[src/rtl/pcie_ur_screen.sv]
module pcie_ur_screen #(
  parameter int NUM_FUNC = 4,
  parameter int NUM_BAR  = 3
) (
  input  logic                   clk,
  input  logic                   rst_n,
  input  logic                   hdr_vld,
  input  logic [2:0]             hdr_fmt,
  input  logic [4:0]             hdr_type,
  input  logic [63:0]            hdr_addr,
  input  logic [15:0]            hdr_req_id,
  input  logic [2:0]             hdr_dst_func,
  input  logic                   hdr_poison,
  input  logic [15:0]            own_id,
  input  logic [NUM_FUNC-1:0]    func_present,
  input  logic [NUM_BAR*64-1:0]  bar_base,
  input  logic [NUM_BAR*64-1:0]  bar_mask,
  input  logic [NUM_BAR-1:0]     bar_on,
  input  logic [NUM_BAR-1:0]     bar_is_io,
  input  logic                   mem_space_en,
  output logic                   acc_vld,
  output logic                   drop_vld,
  output logic                   ur_err,
  output logic                   ur_cpl_req
);

  logic no_prefix, wide, has_data;
  assign no_prefix = !hdr_fmt[2];
  assign wide      = hdr_fmt[0];
  assign has_data  = hdr_fmt[1];

  logic is_mem, is_mrdlk, is_io, is_cfg0, is_cfg1, is_cpl, is_cpl_lk, is_msg;
  assign is_mem    = no_prefix && (hdr_type == 5'b00000 || hdr_type == 5'b00001);
  assign is_mrdlk  = is_mem && hdr_type[0] && !has_data;
  assign is_io     = no_prefix && !wide && hdr_type == 5'b00010;
  assign is_cfg0   = no_prefix && !wide && hdr_type == 5'b00100;
  assign is_cfg1   = no_prefix && !wide && hdr_type == 5'b00101;
  assign is_cpl    = no_prefix && !wide && hdr_type[4:1] == 4'b0101;
  assign is_cpl_lk = is_cpl && hdr_type[0];
  assign is_msg    = no_prefix && wide && hdr_type[4:3] == 2'b10;

  logic posted;
  assign posted = (is_mem && has_data) || is_msg;

  logic [63:0] eff_addr;
  assign eff_addr = wide ? hdr_addr : {32'h0, hdr_addr[31:0]};

  logic [NUM_BAR-1:0] bar_hit;
  for (genvar g = 0; g < NUM_BAR; g++) begin : g_bar
    assign bar_hit[g] = bar_on[g] && (bar_is_io[g] == is_io) &&
                        (((eff_addr ^ bar_base[64*g +: 64]) & bar_mask[64*g +: 64]) == 64'h0);
  end

  logic [7:0] fn_map;
  for (genvar f = 0; f < 8; f++) begin : g_fn
    if (f < NUM_FUNC) begin : g_real
      assign fn_map[f] = func_present[f];
    end else begin : g_none
      assign fn_map[f] = 1'b0;
    end
  end

  logic [7:0] rule;
  assign rule[0] = is_cfg0 && !fn_map[hdr_dst_func];
  assign rule[1] = is_cfg1;
  assign rule[2] = is_mrdlk || is_cpl_lk;
  assign rule[3] = is_mem && wide && hdr_addr[63:32] == 32'h0;
  assign rule[4] = (is_mem || is_io) && bar_hit == '0;
  assign rule[5] = is_mem && !mem_space_en;
  assign rule[6] = is_cfg0 && has_data && hdr_poison;
  assign rule[7] = is_cpl && hdr_req_id != own_id;

  logic reject;
  assign reject = |rule;

  always_ff @(posedge clk or negedge rst_n) begin
    if (!rst_n) begin
      acc_vld    <= 1'b0;
      drop_vld   <= 1'b0;
      ur_err     <= 1'b0;
      ur_cpl_req <= 1'b0;
    end else begin
      acc_vld    <= hdr_vld && !reject;
      drop_vld   <= hdr_vld && reject;
      ur_err     <= hdr_vld && reject;
      ur_cpl_req <= hdr_vld && reject && !posted && !is_cpl;
    end
  end

  p_one_verdict_r1: assert property (@(posedge clk) disable iff (!rst_n)
    hdr_vld |=> $countones({acc_vld, drop_vld}) == 1);
  p_quiet_r1: assert property (@(posedge clk) disable iff (!rst_n)
    !hdr_vld |=> !acc_vld && !drop_vld);
  p_msg_pass_r1: assert property (@(posedge clk) disable iff (!rst_n)
    hdr_vld && is_msg |=> acc_vld);
  p_type1_r3: assert property (@(posedge clk) disable iff (!rst_n)
    hdr_vld && is_cfg1 |=> drop_vld && ur_cpl_req);
  p_mse_off_r7: assert property (@(posedge clk) disable iff (!rst_n)
    hdr_vld && is_mem && !mem_space_en |=> drop_vld);
  p_cpl_id_r9: assert property (@(posedge clk) disable iff (!rst_n)
    hdr_vld && is_cpl && hdr_req_id != own_id |=> drop_vld && !ur_cpl_req);
  p_posted_r10: assert property (@(posedge clk) disable iff (!rst_n)
    hdr_vld && posted |=> !ur_cpl_req);
  p_cpl_with_drop_r10: assert property (@(posedge clk) disable iff (!rst_n)
    ur_cpl_req |-> drop_vld && ur_err);

endmodule

[config.mk]
export PLATFORM = sky130hd
export DESIGN_NAME = pcie_ur_screen
export DESIGN_NICKNAME = d
export VERILOG_FILES = /design/src/rtl/pcie_ur_screen.sv
export SDC_FILE = /design/constraint.sdc
export NUM_CORES = 1
export LEC_CHECK = 0
export ABC_AREA = 0
export CAP_MARGIN = 20
export CORE_AREA = 2 2 197 199
export DETAILED_ROUTE_END_ITERATION = 8
export DIE_AREA = 0 0 199 201
export DONT_BUFFER_PORTS = 1
export MAX_ROUTING_LAYER = met4
export SYNTH_ARGS = -nofsm -noshare
export SYNTH_HDL_FRONTEND = slang
export SYNTH_SLANG_ARGS = --single-unit
[constraint.sdc]
create_clock -name clk -period 0.8 [get_ports clk]
set_input_delay 0.16 -clock clk [delete_from_list [all_inputs] [get_ports clk]]
set_output_delay 0.16 -clock clk [all_outputs]
set_load 0.005 [all_outputs]
* Yosys cells after proc, flatten, opt, wreduce, memory -nomap -nowiden
Cells that the tools add are included.
Word-level totals: register bits 3, output and inout port bits 4
Cells by class: muxes and demuxes 3, equal/unequal tests 10, reductions and logical operators 49, $lt $le $gt $ge 1, bitwise logic cells 6
Operators with widths (number):
- AND 64 bit | 3
- zero test 64 bit | 3
- bitwise XOR 64 bit | 3
- 2-to-1 mux 64 bit | 1
- zero test 32 bit | 1
- logical AND 1 bit | 30
- inequality test 16 bit | 1
- equality test 5 x 3 -> 1 bit (second input constant) | 2
- zero test 1 bit | 8
- OR reduction 8 bit | 1
- equality test 5 x 1 -> 1 bit (second input constant) | 1
- equality test 5 x 2 -> 1 bit (second input constant) | 1
- zero test 5 bit | 1
- equality test 4 x 3 -> 1 bit (second input constant) | 1
- logical OR 1 bit | 4
- less-than comparator 3 x 4 -> 1 bit (second input constant) | 1
- binary-select mux 1 bit (select 3 bit) | 1
- equality test 1 bit | 3
- zero test 3 bit | 1
- equality test 2 bit (second input constant) | 1
- 2-to-1 mux 1 bit | 1

* Logic depth before layout (Yosys ltp)
depth in word-level cells 12, mapped depth 10

* Worst setup path after synthesis
OpenSTA, ideal clock, no wires.
path type input port to flip-flop, start point input hdr_type[3], end point register ur_cpl_req, path buffers 1, arrival time 1.716 ns, data required time 0.677 ns, library setup time 0.123 ns, setup slack -1.039 ns, stages 8, cell sequence or3_4 or3_1 buf_2 xnor2_1 nor4_1 nand4_1 nand4b_1 a21oi_1
Between the ends: cells in the longest elaborated chain, start to end 11, elaborated cells on any way between the ends 45
Ends and longest elaborated chain:
- start, declared | RTL line 9 | input logic [4:0] hdr_type,
- equality test 5 x 2 -> 1 bit | RTL line 35 | assign is_io = no_prefix && !wide && hdr_type == 5'b00010;
- logical AND 1 bit | RTL line 35
- equality test 1 bit | RTL line 50 | assign bar_hit[g] = bar_on[g] && (bar_is_io[g] == is_io) &&
- logical AND 1 bit (2 in series) | RTL line 50
- zero test 3 bit | RTL line 68 | assign rule[4] = (is_mem || is_io) && bar_hit == '0;
- logical AND 1 bit | RTL line 68
- OR reduction 8 bit | RTL line 74 | assign reject = |rule;
- logical AND 1 bit (2 in series) | RTL line 86 | ur_cpl_req <= hdr_vld && reject && !posted && !is_cpl;
- logical AND 1 bit * | RTL line 86
- end signal, assigned | RTL line 86
- end, declared | RTL line 24 | output logic ur_cpl_req
Every way passes the cells marked *; elsewhere a longest branch is shown, timed or not.

* Worst setup path in the final report
start point input hdr_fmt[0], end point register ur_cpl_req
Between the ends: cells in the longest elaborated chain, start to end 12, elaborated cells on any way between the ends 45
Ends and longest elaborated chain:
- start, declared | RTL line 8 | input logic [2:0] hdr_fmt,
- branches (longest 11 deep; another with 2-to-1 mux 64 bit)
- logical AND 1 bit * | RTL line 86
Mark *: on every way between the ends.

==> metrics <==
CTS tree built; Finished Cell Area ~5200 um2; fillcell total 4,377; kind of path behind the tightest hold check input pin to flop; GRT Total Usage roughly 15%; top post-synthesis cells by area xor2_1 29%, and3b_1 14%, a21boi_0 12%, a22oi_1 7.9%, o21ai_0 5.9%; busiest layer in global routing met2; I/O pin cnt 510; Hold Vio Cnt, Final 0; Core Rows 72; Max Slew Vio Count 0; Hold EP acc_vld$_DFF_PN0_; cells after synthesis 543; WL/cell ~29 um; chip width roughly 200 um; Max Cap Viol 0; GRT overflow 0; FF+latch count, synth 3; Hold Crit Start hdr_vld; Worst IR Drop VDD between 0.5 and 0.6 mV; Final nets 1,076; post-DR vias/cell about 4.5; Setup Crit Path Kind input pin to flop; most common cell after layout, fill and taps aside xor2_1; most frequent cells in the layout 132 x xor2_1, 65 x a21boi_0, 62 x and3b_1; dpl cell area approximately 5000 um2; Clock transition at path regs 30 ps; drt drc 0; drt first pass iters 8; vias in the first global route between 4,000 and 5,000; area grow syn2layout 30.78%; Clock Sinks 3; Worst-Margin Slew about 670 ps; clk buf depth 2; clock root buffer clkbuf_16; leading area contributor after synthesis xor2_1; met3 Use GR between 7 and 8%; CP required 890 ps; final worst slack -893.4 ps; H-tree depth 1; via count 4,906; largest net degree at the start of global routing approximately 150; PortBufs 0; die height roughly 200 um; Antenna Violating Nets Remaining 0; Top FF cell, synth dfrtp_1; Syn Area/Cell between 7 and 8 um2; RSZ-0062 raised after global routing true; Fin Setup TNS -2647 ps; yosys warns 0; async set-reset flop share out of synthesis 100.0%; CP startpoint kind input pin; Core ar. around 38,000 um2; Final setup viols 6; Detail Placement HPWL around 29,000 um; slew margin rel. between 50 and 60%; DRT Wirelength ~32,000 um; DIE AREA ~40,000 um2; register area share after synthesis approximately 1.9%; share of the synthesized area in the top cell type between 20% and 30%; Global Route met2 Usage between 20% and 30%; Util after Layout a little over an eighth; EDFF count, synth 0; synthesized area 4004 um2; first-pass GRT wire length a little over 40,000 um; hold path cells 1; total leakage power 2.013 nW; status complete, but fails checks; met1 GRT Util a little under a fifth; Initial Util between 10% and 20%; worst-path fanout max roughly 150; Crit. End Element flop; data arrival time of the critical path between 1500 and 2000 ps; Syn Nets between 1,000 and 1,500; total power between 0.003 and 0.004 W; library cells used by synthesis 39; final hold slack 74.73 ps; failing checks setup timing; fmax 590.5 MHz; layout cells sized above 1 between 10 and 15%; post-route clock period utilization 211.7%; Power Dens Cells a little under 600 nW/um2; Post-CTS Setup Inserts 0; DR iter-0 viols ~450; initial antenna violation count 8; CTS Buf Count 3; minimum clock period 1693 ps; routability congestion estimate approximately 1.3
-- synthesized netlist by cell type (3+ instances only) --
cell type  count
clkbuf_1       8
xnor2_1       16
xor2_1       133
a22oi_1       42
nand4_1       14
a222oi_1       5
a221oi_1       3
buf_2          9
o21ai_0       47
o21ai_1       18
nand2_1       24
nor4_1        18
nor3_1         3
and3b_1       62
dfrtp_1        3
o2111ai_1     20
nand3_1        4
a21boi_0      65
inv_1         26
-- sequential cells by signal, indices dropped and copies added (netlist names) --
| signal | flops |
|---|---|
| acc_vld | 1 |
| drop_vld | 1 |
| ur_cpl_req | 1 |
-- worst max path at each step --
stage,from,slack [ps],depth (start not counted),endpoint
5_1_grt,bar_base[145],-990,8,drop_vld$_DFF_PN0_
6_report,hdr_fmt[0],-890,8,ur_cpl_req$_DFF_PN0_
3_3_place_gp,hdr_fmt[0],-1440,9,ur_cpl_req$_DFF_PN0_
3_5_place_dp,hdr_fmt[0],-1440,9,ur_cpl_req$_DFF_PN0_
2_1_floorplan,hdr_type[3],-980,8,acc_vld$_DFF_PN0_
4_1_cts,bar_base[145],-890,8,ur_cpl_req$_DFF_PN0_
-- cell type report --
| cell class | count | area (um2) | area share, % |
|---|---|---|---|
| Inverter | 26 | 97.59 | 1.864 |
| Clock buffer | 4 | 78.83 | 1.505 |
| Sequential cell | 3 | 77.57 | 1.481 |
| Tap cell | 518 | 648.1 | 12.38 |
| Multi-Input combinational cell | 496 | 3989 | 76.18 |
| Timing Repair Buffer | 40 | 322.8 | 6.165 |
| Antenna cell | 9 | 22.52 | 0.4301 |
-- power by group --
group	total [W]	switching (W)	leakage [nW]	internal, W
clock network	0.000781	0.000125	0.0382	0.000657
registers	0.000172	0.0000113	0.0368	0.000161
logic	0.00213	0.00106	1.94	0.00108
total	0.00309	0.00119	2.01	0.00190
-- logic make-up (layout without fill, tap and decap cells) --
kind of cell / Yosys count / after routing / synth area share [%]
xor gates and xnor gates: 149 / 149 / 32.59
other: 0 / 9 / 0
buffers and inverters: 44 / 70 / 4.500
DFF: 3 / 3 / 1.875
and+or+nand+nor: 138 / 138 / 24.25
muxes: 1 / 1 / 0.5625
AOI/OAI and AO/OA: 208 / 208 / 36.22
-- routing by layer --
layer  vias up  share of wire (%)
met4         0               0.87
li1       2122                  -
met3        37                 14
met2       451                 45
met5         -                  0
met1      2296                 40
-- worst max-delay path, stage by stage --
cell,delay (ps)
and3b_1,270
o21ai_1,160
o2111ai_2,190
nor4_2,330
buf_4,190
nand4_1,110
nand4b_1,180
a21oi_2,70
-- repair_timing --
action                                  CTS  global route
pin swaps                                12            12
endpoints found under the setup margin    6             7
resized for setup                        27            28
hold buffers                              1             0
hold endpoints to repair                  3             0
-- stage by stage --
step                worst slack (ps)  std cells
CTS                           -893.2       1087
global placement               -1445       1083
global route                  -989.0       1093
detailed placement             -1437       1083
finish                        -893.4       1096
floorplan                     -979.9        543
Power figures use the tool's default switching activity.
